## src/rtl/slice_pwr_pkg.sv

```systemverilog
`timescale 1ns/1ps
package slice_pwr_pkg;
  localparam int REG_W   = 32;
  localparam int ADDR_W  = 3;
  localparam int N_STAGE = 4;
  localparam int STG_IW  = $clog2(N_STAGE);

  localparam logic [ADDR_W-1:0] A_CTRL   = 3'd0;
  localparam logic [ADDR_W-1:0] A_LVL_A  = 3'd1;
  localparam logic [ADDR_W-1:0] A_LVL_B  = 3'd2;
  localparam logic [ADDR_W-1:0] A_TMO    = 3'd3;
  localparam logic [ADDR_W-1:0] A_STATUS = 3'd4;

  localparam int B_PDN = 4;
  localparam int B_LPM = 5;

  typedef enum logic [1:0] {
    SQ_IDLE = 2'd0,
    SQ_DOWN = 2'd1,
    SQ_UP   = 2'd2
  } seq_state_e;
endpackage

```

## src/rtl/slice_pwr_lvl.sv

```systemverilog
`timescale 1ns/1ps
module slice_pwr_lvl #(
  parameter int N_DOM = 16,
  parameter int LVL_W = 4,
  parameter int REG_W = 32,
  localparam int PER_REG = REG_W / LVL_W,
  localparam int DOM_W   = $clog2(N_DOM)
) (
  input  logic [REG_W-1:0] lvl_a,
  input  logic [REG_W-1:0] lvl_b,
  input  logic [DOM_W-1:0] cpu_dom,
  input  logic [LVL_W-1:0] need_level,
  output logic             want_off
);
  logic [LVL_W-1:0] dom_lvl [N_DOM];

  for (genvar g = 0; g < N_DOM; g++) begin : g_dom
    if (g < PER_REG) begin : g_lo
      assign dom_lvl[g] = lvl_a[(g % PER_REG)*LVL_W +: LVL_W];
    end else begin : g_hi
      assign dom_lvl[g] = lvl_b[(g % PER_REG)*LVL_W +: LVL_W];
    end
  end

  assign want_off = dom_lvl[cpu_dom] < need_level;
endmodule

```

## src/rtl/slice_pwr_regs.sv

```systemverilog
`timescale 1ns/1ps
module slice_pwr_regs
  import slice_pwr_pkg::*;
#(
  parameter int TMO_W     = 16,
  parameter int TMO_RESET = 1000
) (
  input  logic               clk,
  input  logic               rst_n,
  input  logic               wr_en,
  input  logic [ADDR_W-1:0]  wr_addr,
  input  logic [REG_W-1:0]   wr_data,
  input  logic [ADDR_W-1:0]  rd_addr,
  output logic [REG_W-1:0]   rd_data,
  input  logic               busy,
  input  logic               err,
  input  logic [N_STAGE-1:0] ctl_cur,
  input  logic [N_STAGE-1:0] ack_raw,
  output logic [REG_W-1:0]   lvl_a,
  output logic [REG_W-1:0]   lvl_b,
  output logic [TMO_W-1:0]   tmo_limit,
  output logic               lpm_on,
  output logic               ctrl_ok,
  output logic               sw_load,
  output logic [N_STAGE-1:0] sw_bits,
  output logic               sw_down,
  output logic               sw_up
);
  logic pdn_q;
  logic new_pdn, new_lpm;
  logic lvl_a_we, lvl_b_we, tmo_we;

  assign ctrl_ok  = wr_en && (wr_addr == A_CTRL) && !busy;
  assign lvl_a_we = wr_en && (wr_addr == A_LVL_A);
  assign lvl_b_we = wr_en && (wr_addr == A_LVL_B);
  assign tmo_we   = wr_en && (wr_addr == A_TMO);
  assign new_pdn  = wr_data[B_PDN];
  assign new_lpm  = wr_data[B_LPM];

  assign sw_bits = wr_data[N_STAGE-1:0];
  assign sw_load = ctrl_ok && !new_lpm && (new_pdn == pdn_q);
  assign sw_down = ctrl_ok && !new_lpm && new_pdn && !pdn_q;
  assign sw_up   = ctrl_ok && !new_lpm && !new_pdn && pdn_q;

  always_ff @(posedge clk or negedge rst_n) begin
    if (!rst_n) begin
      pdn_q  <= 1'b0;
      lpm_on <= 1'b0;
    end else if (ctrl_ok) begin
      pdn_q  <= new_pdn;
      lpm_on <= new_lpm;
    end
  end

  always_ff @(posedge clk or negedge rst_n) begin
    if (!rst_n) lvl_a <= '0;
    else if (lvl_a_we) lvl_a <= wr_data;
  end

  always_ff @(posedge clk or negedge rst_n) begin
    if (!rst_n) lvl_b <= '0;
    else if (lvl_b_we) lvl_b <= wr_data;
  end

  always_ff @(posedge clk or negedge rst_n) begin
    if (!rst_n) tmo_limit <= TMO_W'(TMO_RESET);
    else if (tmo_we) tmo_limit <= wr_data[TMO_W-1:0];
  end

  always_comb begin
    rd_data = '0;
    case (rd_addr)
      A_CTRL: begin
        rd_data[N_STAGE-1:0] = ctl_cur;
        rd_data[B_PDN]       = pdn_q;
        rd_data[B_LPM]       = lpm_on;
      end
      A_LVL_A:  rd_data = lvl_a;
      A_LVL_B:  rd_data = lvl_b;
      A_TMO:    rd_data[TMO_W-1:0] = tmo_limit;
      A_STATUS: begin
        rd_data[N_STAGE-1:0] = ack_raw;
        rd_data[N_STAGE]     = busy;
        rd_data[N_STAGE+1]   = err;
      end
      default:  rd_data = '0;
    endcase
  end
endmodule

```

## src/rtl/slice_pwr_fsm.sv

```systemverilog
`timescale 1ns/1ps
module slice_pwr_fsm
  import slice_pwr_pkg::*;
#(
  parameter int TMO_W = 16
) (
  input  logic               clk,
  input  logic               rst_n,
  input  logic               req_down,
  input  logic               req_up,
  input  logic               sw_load,
  input  logic [N_STAGE-1:0] sw_bits,
  input  logic [N_STAGE-1:0] ack_act,
  input  logic [TMO_W-1:0]   tmo_limit,
  output logic [N_STAGE-1:0] ctl_q,
  output logic               busy,
  output logic               err_q
);
  localparam logic [STG_IW-1:0] LAST_IDX = STG_IW'(N_STAGE - 1);
  localparam logic [TMO_W-1:0]  CNT_MAX  = '1;

  seq_state_e         st_q, st_n;
  logic [STG_IW-1:0]  idx_q, idx_n, idx_inc, idx_dec;
  logic [N_STAGE-1:0] ctl_n;
  logic [TMO_W-1:0]   cnt_q, cnt_n;
  logic               err_n;

  assign idx_inc = idx_q + 1'b1;
  assign idx_dec = idx_q - 1'b1;
  assign busy    = (st_q != SQ_IDLE);

  always_comb begin
    st_n  = st_q;
    idx_n = idx_q;
    ctl_n = ctl_q;
    cnt_n = cnt_q;
    err_n = err_q;
    case (st_q)
      SQ_IDLE: begin
        if (req_down) begin
          st_n        = SQ_DOWN;
          idx_n       = '0;
          ctl_n[0]    = 1'b1;
          cnt_n       = '0;
        end else if (req_up) begin
          st_n            = SQ_UP;
          idx_n           = LAST_IDX;
          ctl_n[LAST_IDX] = 1'b0;
          cnt_n           = '0;
        end else if (sw_load) begin
          ctl_n = sw_bits;
        end
      end
      SQ_DOWN: begin
        if (ack_act[idx_q]) begin
          cnt_n = '0;
          if (idx_q == LAST_IDX) begin
            st_n = SQ_IDLE;
          end else begin
            idx_n          = idx_inc;
            ctl_n[idx_inc] = 1'b1;
          end
        end else begin
          if (cnt_q != CNT_MAX) cnt_n = cnt_q + 1'b1;
          if (cnt_q >= tmo_limit) err_n = 1'b1;
        end
      end
      SQ_UP: begin
        if (!ack_act[idx_q]) begin
          cnt_n = '0;
          if (idx_q == '0) begin
            st_n = SQ_IDLE;
          end else begin
            idx_n          = idx_dec;
            ctl_n[idx_dec] = 1'b0;
          end
        end else begin
          if (cnt_q != CNT_MAX) cnt_n = cnt_q + 1'b1;
          if (cnt_q >= tmo_limit) err_n = 1'b1;
        end
      end
      default: st_n = SQ_IDLE;
    endcase
  end

  always_ff @(posedge clk or negedge rst_n) begin
    if (!rst_n) begin
      st_q  <= SQ_IDLE;
      idx_q <= '0;
      ctl_q <= '0;
      cnt_q <= '0;
      err_q <= 1'b0;
    end else begin
      st_q  <= st_n;
      idx_q <= idx_n;
      ctl_q <= ctl_n;
      cnt_q <= cnt_n;
      err_q <= err_n;
    end
  end
endmodule

```

## src/rtl/slice_pwr_seq.sv

```systemverilog
`timescale 1ns/1ps
module slice_pwr_seq
  import slice_pwr_pkg::*;
#(
  parameter int N_DOM     = 16,
  parameter int LVL_W     = 4,
  parameter int TMO_W     = 16,
  parameter int TMO_RESET = 1000,
  localparam int DOM_W    = $clog2(N_DOM)
) (
  input  logic              clk,
  input  logic              rst_n,
  input  logic              wr_en,
  input  logic [ADDR_W-1:0] wr_addr,
  input  logic [REG_W-1:0]  wr_data,
  input  logic [ADDR_W-1:0] rd_addr,
  output logic [REG_W-1:0]  rd_data,
  input  logic              hs_ack,
  input  logic              iso_ack,
  input  logic              rst_released,
  input  logic              psw_ack,
  input  logic [DOM_W-1:0]  cpu_dom,
  input  logic [LVL_W-1:0]  need_level,
  output logic              hs_req,
  output logic              iso_en,
  output logic              rst_assert,
  output logic              psw_open,
  output logic              busy,
  output logic              tmo_err
);
  logic [N_STAGE-1:0] ctl_q, ack_raw, ack_act, sw_bits;
  logic [REG_W-1:0]   lvl_a, lvl_b;
  logic [TMO_W-1:0]   tmo_limit;
  logic lpm_on, ctrl_ok, sw_load, sw_down, sw_up, want_off;
  logic lpm_down, lpm_up, req_down, req_up;

  assign ack_raw = {psw_ack, rst_released, iso_ack, hs_ack};
  assign ack_act = {psw_ack, ~rst_released, iso_ack, hs_ack};

  slice_pwr_regs #(.TMO_W(TMO_W), .TMO_RESET(TMO_RESET)) u_regs (
    .clk(clk), .rst_n(rst_n), .wr_en(wr_en), .wr_addr(wr_addr),
    .wr_data(wr_data), .rd_addr(rd_addr), .rd_data(rd_data),
    .busy(busy), .err(tmo_err), .ctl_cur(ctl_q), .ack_raw(ack_raw),
    .lvl_a(lvl_a), .lvl_b(lvl_b), .tmo_limit(tmo_limit), .lpm_on(lpm_on),
    .ctrl_ok(ctrl_ok), .sw_load(sw_load), .sw_bits(sw_bits),
    .sw_down(sw_down), .sw_up(sw_up)
  );

  slice_pwr_lvl #(.N_DOM(N_DOM), .LVL_W(LVL_W), .REG_W(REG_W)) u_lvl (
    .lvl_a(lvl_a), .lvl_b(lvl_b), .cpu_dom(cpu_dom),
    .need_level(need_level), .want_off(want_off)
  );

  assign lpm_down = lpm_on && !ctrl_ok && want_off  && (ctl_q != '1);
  assign lpm_up   = lpm_on && !ctrl_ok && !want_off && (ctl_q != '0);
  assign req_down = sw_down | lpm_down;
  assign req_up   = sw_up | lpm_up;

  slice_pwr_fsm #(.TMO_W(TMO_W)) u_fsm (
    .clk(clk), .rst_n(rst_n), .req_down(req_down), .req_up(req_up),
    .sw_load(sw_load), .sw_bits(sw_bits), .ack_act(ack_act),
    .tmo_limit(tmo_limit), .ctl_q(ctl_q), .busy(busy), .err_q(tmo_err)
  );

  assign hs_req     = ctl_q[0];
  assign iso_en     = ctl_q[1];
  assign rst_assert = ctl_q[2];
  assign psw_open   = ctl_q[3];
endmodule

```

## config.mk

```make
export PLATFORM = sky130hd
export DESIGN_NAME = slice_pwr_seq
export DESIGN_NICKNAME = d
export VERILOG_FILES = /design/src/rtl/slice_pwr_pkg.sv /design/src/rtl/slice_pwr_lvl.sv /design/src/rtl/slice_pwr_regs.sv /design/src/rtl/slice_pwr_fsm.sv /design/src/rtl/slice_pwr_seq.sv
export SDC_FILE = /design/constraint.sdc
export NUM_CORES = 1
export LEC_CHECK = 0
export ABC_AREA = 1
export BUFFER_PORTS_ARGS = -buffer_cell sky130_fd_sc_hd__clkbuf_2
export CAP_MARGIN = 20
export CORE_MARGIN = 2
export CORE_UTILIZATION = 53
export DETAILED_ROUTE_END_ITERATION = 10
export MAX_ROUTING_LAYER = met4
export PLACE_DENSITY_LB_ADDON = 0.15
export SYNTH_ARGS = -nofsm -noshare
export SYNTH_HDL_FRONTEND = slang
export SYNTH_SLANG_ARGS = --single-unit
```

## constraint.sdc

```tcl
create_clock -name clk -period 2.2 [get_ports clk]
set_clock_uncertainty 0.2 [all_clocks]
set_input_delay 0 -clock clk [delete_from_list [all_inputs] [get_ports clk]]
set_output_delay 0 -clock clk [all_outputs]
set_load 0.05 [all_outputs]
```

# Word-level counts from Yosys, hierarchy flattened
# Index checks and enable logic that the tools add are counted.
# totals
regBits	107
latchBits	0
ram_bits	0
romBits	0
output_inout_bits	38
elab_cells	143
n_memories	0
# op_classes
addsub	3
n_mul	0
div_mod_pow	0
order_cmp	8
n_eq_ne	28
shift	0
n_mux	46
bitwise	7
reduce_logical	39
# op_table
op	count
two-way mux 16 bit	5
one-hot mux 16 bit (3 select lines)	1
one-hot mux 16 bit (2 select lines)	1
one-hot mux 10 bit (3 select lines)	1
one-hot mux 6 bit (5 select lines)	1
two-way mux 4 bit	7
two-way mux 2 bit	12
logical AND 1 bit	18
adder 16 x 1 -> 16 bit (second input constant)	1
binary-select mux 4 bit (select 4 bit)	1
>= comparator 16 bit	1
inequality test 16 bit (second input constant)	1
inequality test 2 bit (second input constant)	7
AND reduction 7 bit	2
== test 3 x 2 -> 1 bit (second input constant)	4
inequality test 3 bit (second input constant)	4
one-hot mux 2 bit (3 select lines)	2
one-hot mux 4 bit (3 select lines)	1
less-than comparator 2 x 3 -> 1 bit (second input constant)	3
two-way mux 1 bit	8
inequality test 2 x 1 -> 1 bit (second input constant)	4
AND reduction 8 bit	1
== test 3 x 1 -> 1 bit (second input constant)	2
zero test 1 bit	6
29 further kinds	37

# Longest topological paths before layout
# Gate-level depths: netlist of the first run.
# logic_depth
word_depth	12
ltp_mapped	20
depth_no_buf	17

# Hierarchy
# A second synthesis of the first run with hierarchy kept.
# unflattened
hier_cells	1017
hier_area_um2	7265.7
# modules_own_cells
module	n_inst	cells_each	area_per_inst_um2	seq_area_each_um2
slice_pwr_regs	1	495	3952.5	2059.5
slice_pwr_fsm	1	364	2518.7	625.6
slice_pwr_lvl	1	138	719.4	0.0
slice_pwr_seq	1	20	75.1	0.0

# Worst setup path before layout of the first run
# OpenSTA, ideal clock, no wires.
# synth_path
path_kind	in2reg
startpoint	in cpu_dom[0]
endpoint	reg u_fsm.cnt_q[10]
t_arrival_ns	2.098
required_ns	1.934
slack_ns	-0.164
cell_stages	17
n_path_buf	4
path_cell_list	buf_6 -> inv_2 -> buf_6 -> clkbuf_1 -> o21ai_0 -> o21ai_0 -> o221ai_1 -> nand2_1 -> ha_1 -> a21oi_1 -> nand3_2 -> nand3_4 -> inv_2 -> nand2_4 -> buf_4 -> nand3_1 -> nand2_1
# synth_between
elab_chain_cells	11
word_cells_on_any_way	16
classes_between	1 x order compare; 1 x eq/ne; 5 x mux; 3 x bitwise; 6 x reduce/logical
# synth_lines
item	line	rtl
start, declared	slice_pwr_seq.sv:22	input logic [DOM_W-1:0] cpu_dom,
inverter 4 -> 5 bit (implied by the code) (*)	slice_pwr_lvl.sv:25	assign want_off = dom_lvl[cpu_dom] < need_level;
binary-select mux 4 bit (select 4 bit) (*)	slice_pwr_lvl.sv:25	
two-way mux 4 bit (implied by the code) (*) (2 in series)	slice_pwr_lvl.sv:25	
less-than comparator 4 bit (*)	slice_pwr_lvl.sv:25	
zero test 1 bit	slice_pwr_seq.sv:55	assign lpm_up = lpm_on && !ctrl_ok && !want_off && (ctl_q != '0);
logical AND 1 bit (2 in series)	slice_pwr_seq.sv:55	
bitwise OR 1 bit	slice_pwr_seq.sv:57	assign req_up = sw_up | lpm_up;
inequality test 3 bit (no line)	-	
AND reduction 2 bit (no line)	-	
end signal, assigned	slice_pwr_fsm.sv:97	cnt_q <= cnt_n;
end, declared	slice_pwr_fsm.sv:25	logic [TMO_W-1:0] cnt_q, cnt_n;
# Every way passes the cells marked *; elsewhere a longest branch is shown, timed or not. The select of a mux whose other input is x is not followed.
# A chain may end at the register's enable or synchronous reset.

# Worst setup path after layout of the first run
# layout_path
startpoint	reg u_regs.lvl_a[21]
endpoint	reg u_fsm.cnt_q[12]
# layout_between
elab_chain_cells	10
word_cells_on_any_way	15
classes_between	1 x order compare; 1 x eq/ne; 5 x mux; 2 x bitwise; 6 x reduce/logical
# layout_lines
item	line	rtl
start, declared	slice_pwr_regs.sv:19	output logic [REG_W-1:0] lvl_a,
start signal, assigned	slice_pwr_regs.sv:57	else if (lvl_a_we) lvl_a <= wr_data;
binary-select mux 4 bit (select 4 bit) (*)	slice_pwr_lvl.sv:25	
two-way mux 4 bit (implied by the code) (*) (2 in series)	slice_pwr_lvl.sv:25	
less-than comparator 4 bit (*)	slice_pwr_lvl.sv:25	
zero test 1 bit	slice_pwr_seq.sv:55	
logical AND 1 bit (2 in series)	slice_pwr_seq.sv:55	
bitwise OR 1 bit	slice_pwr_seq.sv:57	
inequality test 3 bit (no line)	-	
AND reduction 2 bit (no line)	-	
# Marked as above.

==> results of run 1 <==
Yosys cell counts, types with 2 or more instances:
cell / instances
buf_6: 3
dfstp_2: 6
buf_4: 2
o22ai_1: 12
inv_2: 3
o221ai_1: 15
o21ai_0: 142
ha_1: 28
o211ai_1: 2
a31oi_1: 2
nor2_1: 36
nand2_1: 212
a21oi_1: 39
a211oi_1: 3
a22oi_1: 3
nand2_2: 3
xor2_1: 2
nand4_1: 9
clkinv_1: 2
a22o_1: 8
dfrtp_1: 101
clkbuf_1: 28
nor3_2: 2
nor3_1: 16
nand3_1: 57
a221oi_1: 5
buf_2: 3
nand2_4: 2
inv_1: 140
routing by layer:
| layer | vias to the layer above | global-route usage [%] | wire [um] |
|---|---|---|---|
| li1 | 3344 | - | - |
| met1 | 3264 | 44.3 | 8840 |
| met2 | 264 | 47.9 | 9080 |
| met3 | 27 | 5.80 | 1230 |
| met4 | 0 | 8.19 | 316 |
| met5 | - | - | 0 |
per-stage QoR:
stage	utilization (%)	TNS (ps)	hold slack, ps	power (mW)
after floorplan	-	-512	-496	4.66
after CTS	74.1	-5020	1.14	8.02
final	74.5	-6060	11.1	8.10
after global placement	67.0	-4490	-196	5.82
after detailed placement	67.0	-6370	-196	5.89
after global routing	74.5	-9300	5.34	8.58
power by group through the flow:
stage | registers, mW | logic [mW] | clock network [mW]
final | 2.66 | 3.66 | 1.78
after global routing | 2.71 | 4.00 | 1.88
after CTS | 2.65 | 3.57 | 1.80
after detailed placement | 2.68 | 3.21 | 0
after global placement | 2.67 | 3.15 | 0
after floorplan | 2.73 | 1.93 | 0
final timing paths:
path	startpoint	endpoint	slack, ps	depth (start not counted)
hold / removal	rst_n	u_regs.tmo_limit[9]$_DFFE_PN1P_	10	2
setup reg to reg	u_regs.lvl_a[21]$_DFFE_PN0P_	u_fsm.cnt_q[12]$_DFFE_PN0P_	-280	17
setup / recovery	u_regs.lvl_a[21]$_DFFE_PN0P_	u_fsm.cnt_q[12]$_DFFE_PN0P_	-280	17
max in group asynchronous	rst_n	u_regs.tmo_limit[3]$_DFFE_PN1P_	1500	3
min in group clk	hs_ack	u_fsm.err_q$_DFFE_PN0P_	30	6
hold reg to reg	u_regs.tmo_limit[2]$_DFFE_PN0P_	u_regs.tmo_limit[2]$_DFFE_PN0P_	290	2
cells in the final DEF (no fill, tap or decap), types with 3 or more instances in the layout:
master         instances
a211oi_1               3
a21oi_1               37
a221oi_1               5
a22o_1                 8
a22oi_1                3
buf_12                25
buf_4                 78
buf_6                  5
clkbuf_16              9
clkbuf_2              70
clkinv_4               3
dfrtp_1              101
dfstp_2                6
dlygate4sd3_1         38
ha_1                  27
inv_1                136
inv_2                  4
nand2_1              208
nand2_2                4
nand2_4                4
nand2_8                3
nand3_1               52
nand3_2                4
nand3_4                3
nand4_1                9
nor2_1                36
nor3_1                15
nor3_2                 3
o21ai_0              125
o21ai_1               16
o221ai_1              14
o22ai_1               12
timing repair:
action | CTS | global route
gates resized for setup | 31 | 13
pin swaps | 3 | 3
endpoints found under the setup margin | 24 | 25
hold buffers | 39 | 0
cloned | 2 | 0
setup buffers | 4 | 0
endpoints found under the hold margin | 190 | 0
flip-flops by register name (all words and copies together), names as in the netlist:
| name | count |
|---|---|
| u_regs.lpm_on | 1 |
| u_fsm.cnt_q | 16 |
| u_regs.lvl_a | 32 |
| u_fsm.ctl_q | 4 |
| u_regs.pdn_q | 1 |
| u_fsm.idx_q | 2 |
| u_fsm.st_q | 2 |
| u_fsm.err_q | 1 |
| u_regs.lvl_b | 32 |
| u_regs.tmo_limit | 16 |
area by class of cell:
type	count	area share, %
Clock buffer	9	2.51
Clock inverter	7	1.11
Inverter	145	6.23
Multi-Input combinational cell	608	37.1
Sequential cell	107	29.9
Tap cell	168	2.34
Timing Repair Buffer	216	20.8
cell families (layout without fill, tap and decap cells):
family | Yosys count | after routing | synth area share, %
buffers and inverters | 182 | 377 | 10.9
flip-flops | 107 | 107 | 40.9
adder cells (fa/ha/maj) | 28 | 28 | 5.33
XOR/XNOR | 3 | 3 | 0.400
AND/OR/NAND/NOR | 340 | 342 | 22.1
AO/OA/AOI/OAI | 235 | 235 | 20.4
worst register-to-register path: cells and delay by family, from the launching register on:
kind | cells | cell delay, ps
AO/OA/AOI/OAI | 5 | 630
adder cells (fa/ha/maj) | 1 | 270
buffers and inverters | 2 | 220
flip-flops | 1 | 390
AND/OR/NAND/NOR | 9 | 700
==> impl_metrics.py, run 1 <==
metrics = {
    "outcome": {
        "status": "finished, violations left",
        "violations": "negative setup slack",
    },
    "worst_setup_path": {
        "critPathMaxFanout": 16,
        "path_buf_inv": 2,
        "critPathTopFamily": "simple AND/OR/NAND/NOR gates",
        "end_kind": "flop",
        "worstSetupPathType": "flop to flop",
        "arrival_ps": 2580,
        "required_ps": 2290,
        "cp_cell_sequence": "inv_2 -> a21oi_1 -> o21ai_1 -> o21ai_1 -> o221ai_1 -> nand2_1 -> ha_1 -> nand2_1 -> nand2_2 -> nand2_4 -> nand2_4 -> nand2_4 -> nand2_8 -> o21ai_4 -> buf_12 -> nand2_1 -> nand2_1",
        "slowest_stage": "dfrtp_1",
        "max_stage_delay_ps": 390,
        "cpMostUsedCell": "nand2_1",
        "critPathLaunchType": "flop",
    },
    "clocking": {
        "clkSlewWorstSetupHoldPaths_ps": 70,
        "htreeDepth": 3,
        "cts.path.max_buffers": 2,
        "insertion_delay_ps": 360,
        "cts_made_buffers": 9,
        "clock-sinks": 107,
        "cts_root_buf": "clkbuf_16",
        "cts_tree": "built",
    },
    "power_and_ir_drop": {
        "clkPwrFrac_pct": 22.0,
        "power.internal_mw": 4.80,
        "p_leak_nw": 4.59,
        "p_per_area_mw_per_mm2": 901,
        "combPwrFrac_pct": 45.2,
        "ir_worst_vdd_v": 0.00106,
        "switching_share_pct": 40.7,
        "sequentialPowerShare_pct": 32.8,
        "power_switching_mw": 3.30,
    },
    "logic_synthesis": {
        "synth_nets": 976,
        "ys.flop_type": "dfrtp_1",
        "synth.avg_cell_area_um2": 7.34,
        "yosysSeqAreaShare_pct": 40.9,
        "netlist_top_cells_area": "dfrtp_1 38%, nand2_1 12%, o21ai_0 11%",
        "synth_top_area_cell": "dfrtp_1",
        "ys_seq_elements": 107,
        "synth_edf_count": 0,
        "synth.top_cell.area_share_pct": 38.5,
        "synth_cell_types": 38,
        "synth_area_mm2": 0.00657,
        "netlist_instances": 895,
        "ys.warnings.count": 0,
        "async_reset_ff_share_pct": 100,
    },
    "sta": {
        "min_period_ps": 2480,
        "hold_viol": 0,
        "fin_ws_ps": -285,
        "rsz0062_at_grt": "yes",
        "max_freq_mhz": 402,
        "post-route-period-util_pct": 113,
        "tightest_slew_ps": 603,
        "setup_viol": 24,
        "slew_headroom_pct": 59.8,
        "drv_slew": 0,
    },
    "global_routing": {
        "grt_pass1_vias": 6407,
        "grt_pass1_wl_um": 31800,
        "grt_max_degree": 65,
        "grt_overflow": 0,
        "antenna_found_initial": 0,
        "track_usage_pct": 31.7,
    },
    "route": {
        "viasPerCell": 5.48,
        "dr.pass1.iters": 8,
        "drt_iter0_drc": 597,
        "detail-route-antenna-nets": 0,
        "routed-via-count": 6899,
        "drt-total-wl_um": 19500,
        "remaining_drc_errors": 0,
        "routedWlPerCell_um": 15.5,
    },
    "floorplan": {
        "coreArea_mm2": 0.0121,
        "die_w_um": 115,
        "ios": 91,
        "fp-row-count": 40,
        "initial_core_util_pct": 54.5,
        "die-area_mm2": 0.0133,
        "die_h_um": 115,
    },
    "place": {
        "dpl_worst_slack_ps": -341,
        "dpl_cell_area_mm2": 0.00808,
        "placed_cells": 1199,
        "gp_congestion": 0.921,
        "io_buffers": 90,
        "hpwl_um": 13700,
    },
    "finish": {
        "nets": 1168,
        "fin_cells": 1260,
        "drive_above_1_share_pct": 21.4,
        "seqCellArea_mm2": 0.00269,
        "n_fill_cell": 925,
        "fin_area_mm2": 0.00898,
        "antenna_cells": 0,
        "multi_input_area_mm2": 0.00333,
        "synthToLayoutAreaGrowth_pct": 36.8,
    },
    "flow_run": {
        "max_cap_violations": 0,
    },
    "min_path": {
        "hold_class": "input pin to asynchronous set/reset pin",
    },
}
Note: power is estimated with default switching activity, not from simulation.
==> run 2: changes to the inputs <==
PLACE_DENSITY = 0.84   (was unset)
PLACE_DENSITY_LB_ADDON = unset   (was 0.15)
clock period = 2.1 ns   (was 2.2 ns; I/O delays follow)
==> impl_metrics.py, run 2 (synthesis gave the netlist of run 1 again) <==
metrics = {
    "worst_setup_path": {
        "crit_start": "u_regs.lvl_b[21]$_DFFE_PN0P_",
        "cpMostUsedCell": "nand2_4",
        "end_kind": "flop",
        "worstRegToRegCells": 17,
        "r2r_slack_ps": -500,
        "max_stage_delay_ps": 400,
        "slowest_stage": "dfrtp_1",
        "worstSetupPathType": "flop to flop",
        "crit_path_end": "u_fsm.cnt_q[7]$_DFFE_PN0P_",
        "critPathLaunchType": "flop",
        "cp_cell_sequence": "inv_2 -> a21oi_2 -> o21ai_1 -> o21ai_1 -> o221ai_1 -> nand2_1 -> ha_1 -> nand2_1 -> nand2_2 -> nand2_4 -> nand2_4 -> nand2_4 -> nand2_4 -> o21ai_4 -> clkbuf_16 -> nand2_2 -> nand2_1",
        "r2r-start": "u_regs.lvl_b[21]$_DFFE_PN0P_",
        "required_ps": 2200,
        "critPathMaxFanout": 8,
        "arrival_ps": 2700,
        "reg2reg_to": "u_fsm.cnt_q[7]$_DFFE_PN0P_",
    },
    "finish": {
        "largest_registers": "u_regs.lvl_a: 32 flops, u_regs.lvl_b: 32 flops",
        "synthToLayoutAreaGrowth_pct": 39.1,
        "layout_commonest_cell": "nand2_1",
        "drive_above_1_share_pct": 23.6,
        "n_fill_cell": 801,
        "mostFrequentLayoutCells": "200 x nand2_1, 135 x inv_1, 125 x o21ai_0",
        "nets": 1188,
        "fin_area_mm2": 0.00914,
        "antenna_cells": 0,
    },
    "place": {
        "hpwl_um": 14100,
        "io_buffers": 90,
        "dpl_cell_area_mm2": 0.00824,
        "gp_congestion": 0.978,
    },
    "power_and_ir_drop": {
        "p_per_area_mw_per_mm2": 954,
        "ir_worst_vdd_v": 0.00114,
        "p_leak_nw": 4.69,
    },
    "route": {
        "routed-via-count": 7289,
        "drt-total-wl_um": 20900,
        "remaining_drc_errors": 0,
        "viasPerCell": 5.70,
        "drt_iter0_drc": 931,
        "dr.pass1.iters": 7,
        "detail-route-antenna-nets": 0,
        "routedWlPerCell_um": 16.4,
    },
    "sta": {
        "hold_viol": 0,
        "post-route-period-util_pct": 124,
        "max_freq_mhz": 385,
        "min_period_ps": 2600,
        "setup_viol": 24,
        "rsz0062_at_grt": "yes",
        "tightest_slew_ps": 644,
        "whs_ps": 59.8,
        "drv_slew": 0,
        "fin_ws_ps": -500,
        "slew_headroom_pct": 56.8,
        "fin_setup_tns_ps": -11060,
    },
    "outcome": {
        "status": "finished, violations left",
        "violations": "negative setup slack",
    },
    "floorplan": {
        "initial_core_util_pct": 54.5,
        "die-area_mm2": 0.0133,
        "fp-row-count": 40,
        "ios": 91,
        "coreArea_mm2": 0.0121,
        "die_h_um": 115,
        "die_w_um": 115,
    },
    "global_routing": {
        "grt_pass1_wl_um": 33400,
        "grt_overflow": 0,
        "grt_max_degree": 108,
        "grt_pass1_vias": 6972,
        "antenna_found_initial": 0,
        "track_usage_pct": 33.1,
    },
    "clocking": {
        "htreeDepth": 3,
        "clkSlewWorstSetupHoldPaths_ps": 70,
        "cts_root_buf": "clkbuf_16",
        "insertion_delay_ps": 360,
        "cts_tree": "built",
        "cts_made_buffers": 9,
        "clock-sinks": 107,
        "cts.path.max_buffers": 2,
    },
    "min_path": {
        "hold_class": "input pin to asynchronous set/reset pin",
    },
    "flow_run": {
        "max_cap_violations": 0,
    },
}
==> run 2: cell type report <==
| cell class | instances | area (um2) | area share [%] |
|---|---|---|---|
| Multi-Input combinational cell | 606 | 3350 | 36.6 |
| Sequential cell | 107 | 2690 | 29.4 |
| Timing Repair Buffer | 238 | 2040 | 22.3 |
| Inverter | 145 | 547 | 5.98 |
| Clock buffer | 13 | 250 | 2.74 |
| Tap cell | 168 | 210 | 2.30 |
| Clock inverter | 2 | 60.1 | 0.657 |
==> run 2: timing repair <==
| item | 4_1_cts | 5_1_grt |
|---|---|---|
| pin swaps | 2 | 20 |
| setup endpoints to repair | 25 | 36 |
| buffers inserted | 1 | 5 |
| hold buffers | 38 | 0 |
| endpoints found under the hold margin | 193 | 0 |
| resized for setup | 13 | 37 |
| cloned | 0 | 1 |
==> run 2: critical path: cells and delay by family (launching register included) <==
kind	cells	cell delay [ps]
simple gates	9	640
fa+ha+maj	1	300
compound gates	5	730
buf+inv	2	260
flops	1	400
==> run 2: layer usage <==
layer	part of all wire, %	global-route usage, %
met1	39	41.5
met2	47	52.6
met3	9.7	7.06
met4	4.0	12.8
met5	0	-
==> run 2: how the worst min path moves through the flow <==
stage                     depth (start not counted)     from                            to  slack [ps]
after floorplan                                   0    rst_n    u_fsm.cnt_q[0]$_DFFE_PN0P_        -500
after global routing                              3    rst_n  u_regs.lvl_b[31]$_DFFE_PN0P_         110
after detailed placement                          2    rst_n  u_regs.lvl_b[31]$_DFFE_PN0P_         -80
after global placement                            2    rst_n  u_regs.lvl_b[30]$_DFFE_PN0P_         -80
final                                             3    rst_n  u_regs.lvl_b[26]$_DFFE_PN0P_          60
after CTS                                         6  iso_ack       u_fsm.err_q$_DFFE_PN0P_          80
==> run 2: through the flow <==
stage          instances  setup WS, ps  util, %  power, mW
2_1_floorplan        895          -217        -       4.89
3_3_place_gp        1220          -380     68.4       6.27
3_5_place_dp        1220          -408     68.4       6.38
4_1_cts             1274          -343     74.5       8.34
5_1_grt             1279          -626     75.8       9.21
6_report            1279          -500     75.8       8.72
==> run 2: power by group <==
group	internal, mW	total [mW]	switching, mW
Sequential	2.47	2.80	0.332
Combinational	1.68	4.11	2.43
Clock	1.07	1.81	0.738
==> run 3: changes to the inputs <==
BUFFER_PORTS_ARGS = -buffer_cell sky130_fd_sc_hd__buf_2   (was -buffer_cell sky130_fd_sc_hd__clkbuf_2)
SETUP_SLACK_MARGIN = 0.5   (was unset)
==> impl_metrics.py, run 3 (synthesis gave the netlist of run 1 again) <==
metrics = {
    "clocking": {
        "clock-sinks": 107,
        "cts_tree": "built",
        "clkSlewWorstSetupHoldPaths_ps": 80,
        "cts.path.max_buffers": 2,
        "cts_root_buf": "clkbuf_16",
        "cts_hold_buf": 33,
        "htreeDepth": 3,
        "cts_made_buffers": 9,
        "insertion_delay_ps": 360,
    },
    "finish": {
        "fin_area_mm2": 0.00952,
        "nets": 1202,
        "multi_input_area_mm2": 0.00376,
        "synthToLayoutAreaGrowth_pct": 45.0,
        "mostFrequentLayoutCells": "196 x nand2_1, 129 x inv_1, 120 x o21ai_0",
        "seqCellArea_mm2": 0.00269,
        "drive_above_1_share_pct": 30.2,
        "n_fill_cell": 748,
        "antenna_cells": 0,
        "largest_registers": "u_regs.lvl_a: 32 flops, u_regs.lvl_b: 32 flops",
        "layout_commonest_cell": "nand2_1",
    },
    "route": {
        "remaining_drc_errors": 0,
        "wl_met2_um": 11700,
        "dr.pass1.iters": 9,
        "wl_met3_um": 2430,
        "highest_layer": "met4",
        "viasPerCell": 6.01,
        "routedWlPerCell_um": 18.8,
        "drt_iter0_drc": 1232,
        "routed-via-count": 7776,
        "detail-route-antenna-nets": 0,
        "drt-total-wl_um": 24300,
        "m1WireLength_um": 8990,
    },
    "sta": {
        "setup_viol": 24,
        "hold_viol": 23,
        "rsz0062_at_grt": "yes",
        "slew_headroom_pct": 55.7,
        "whs_ps": -117,
        "fin_setup_tns_ps": -14420,
        "tightest_slew_ps": 665,
        "fin_ws_ps": -651,
        "post-route-period-util_pct": 131,
        "drv_slew": 0,
        "max_freq_mhz": 364,
        "min_period_ps": 2750,
    },
    "floorplan": {
        "ios": 91,
        "die-area_mm2": 0.0133,
        "fp-row-count": 40,
        "coreArea_mm2": 0.0121,
        "die_w_um": 115,
        "die_h_um": 115,
        "initial_core_util_pct": 54.5,
    },
    "power_and_ir_drop": {
        "ir_worst_vdd_v": 0.000774,
        "p_per_area_mw_per_mm2": 1020,
        "p_leak_nw": 4.81,
    },
    "place": {
        "gp_congestion": 0.905,
        "hpwl_um": 14500,
        "io_buffers": 90,
        "dpl_cell_area_mm2": 0.00819,
    },
    "worst_setup_path": {
        "slowest_stage": "dfrtp_1",
        "path_buf_inv": 2,
        "critPathMaxFanout": 8,
        "cpMostUsedCell": "nand2_1",
        "cp_cell_sequence": "o21ai_0 -> a21oi_1 -> o221ai_1 -> nand2_1 -> ha_4 -> nand2_1 -> inv_1 -> nand2_2 -> nand3_4 -> nand3_4 -> o21ai_4 -> clkbuf_16 -> nand2_1 -> nand2_1",
        "critPathLaunchType": "flop",
        "max_stage_delay_ps": 390,
        "arrival_ps": 2850,
        "worstSetupPathType": "flop to flop",
        "end_kind": "flop",
        "critPathTopFamily": "compound AO/OA/AOI/OAI gates",
        "required_ps": 2200,
    },
    "global_routing": {
        "antenna_found_initial": 0,
        "grt_overflow": 0,
        "grt_pass1_wl_um": 35400,
        "grt_pass1_vias": 7283,
        "grt_max_degree": 51,
        "track_usage_pct": 35.4,
    },
    "min_path": {
        "hold_class": "input pin to asynchronous set/reset pin",
    },
    "outcome": {
        "status": "finished, violations left",
        "violations": "negative hold slack, negative setup slack",
    },
    "flow_run": {
        "max_cap_violations": 0,
    },
}
## run 3: routing by layer
metal / up-vias / global-route usage, %
li1: 3416 / -
met1: 3635 / 45.6
met2: 578 / 54.8
met3: 147 / 6.80
met4: 0 / 15.3
met5: - / -
## run 3: worst paths after layout
kind / cells after the start / startpoint / slack (ps) / endpoint
min in group clk: 4 / wr_addr[2] / -90 / u_regs.lpm_on$_DFFE_PN0P_
min reg2reg: 2 / u_regs.lvl_b[16]$_DFFE_PN0P_ / 290 / u_regs.lvl_b[16]$_DFFE_PN0P_
min: 2 / rst_n / -120 / u_regs.lvl_a[20]$_DFFE_PN0P_
max reg2reg: 14 / u_regs.lvl_a[11]$_DFFE_PN0P_ / -650 / u_fsm.cnt_q[13]$_DFFE_PN0P_
max in group asynchronous: 3 / rst_n / 1030 / u_regs.lvl_b[5]$_DFFE_PN0P_
max: 14 / u_regs.lvl_a[11]$_DFFE_PN0P_ / -650 / u_fsm.cnt_q[13]$_DFFE_PN0P_
## run 3: layout make-up
class,count,share of cell area [%]
Sequential cell,107,28.2
Inverter,145,6.06
Clock buffer,9,2.36
Multi-Input combinational cell,608,39.5
Timing Repair Buffer,250,20.8
Tap cell,168,2.21
Clock inverter,6,0.920
## run 3: worst register-to-register path: stages, from the launching register on
cell and delay (ps):
dfrtp_1 390, o21ai_0 270, a21oi_1 130, o221ai_1 190, nand2_1 120, ha_4 300
nand2_1 60, inv_1 80, nand2_2 110, nand3_4 140, nand3_4 120, o21ai_4 260
clkbuf_16 210, nand2_1 50, nand2_1 60
## run 3: what timing repair did
action | 4_1_cts | 5_1_grt
setup endpoints to repair | 32 | 45
cloned | 1 | 2
pin swaps | 13 | 20
gates resized for setup | 79 | 69
endpoints found under the hold margin | 192 | 23
buffers inserted | 6 | 10
## run 3: power by group
group          leakage, nW  total (mW)  switching, mW  internal, mW
Sequential            1.35        2.84          0.372          2.47
Clock                0.156        1.86          0.820          1.04
Combinational         3.30        4.96           2.89          2.07
## run 3: stage by stage
| step | setup WS, ps | total power, mW | utilization [%] | instances | hold WS [ps] |
|---|---|---|---|---|---|
| after floorplan | -131 | 5.00 | - | 895 | -496 |
| after global routing | -670 | 10.1 | 79.0 | 1293 | -84.4 |
| final | -651 | 9.67 | 79.0 | 1293 | -117 |
| after global placement | -258 | 6.32 | 67.9 | 1226 | -273 |
| after detailed placement | -365 | 6.43 | 67.9 | 1226 | -273 |
| after CTS | -331 | 8.74 | 75.7 | 1281 | -148 |
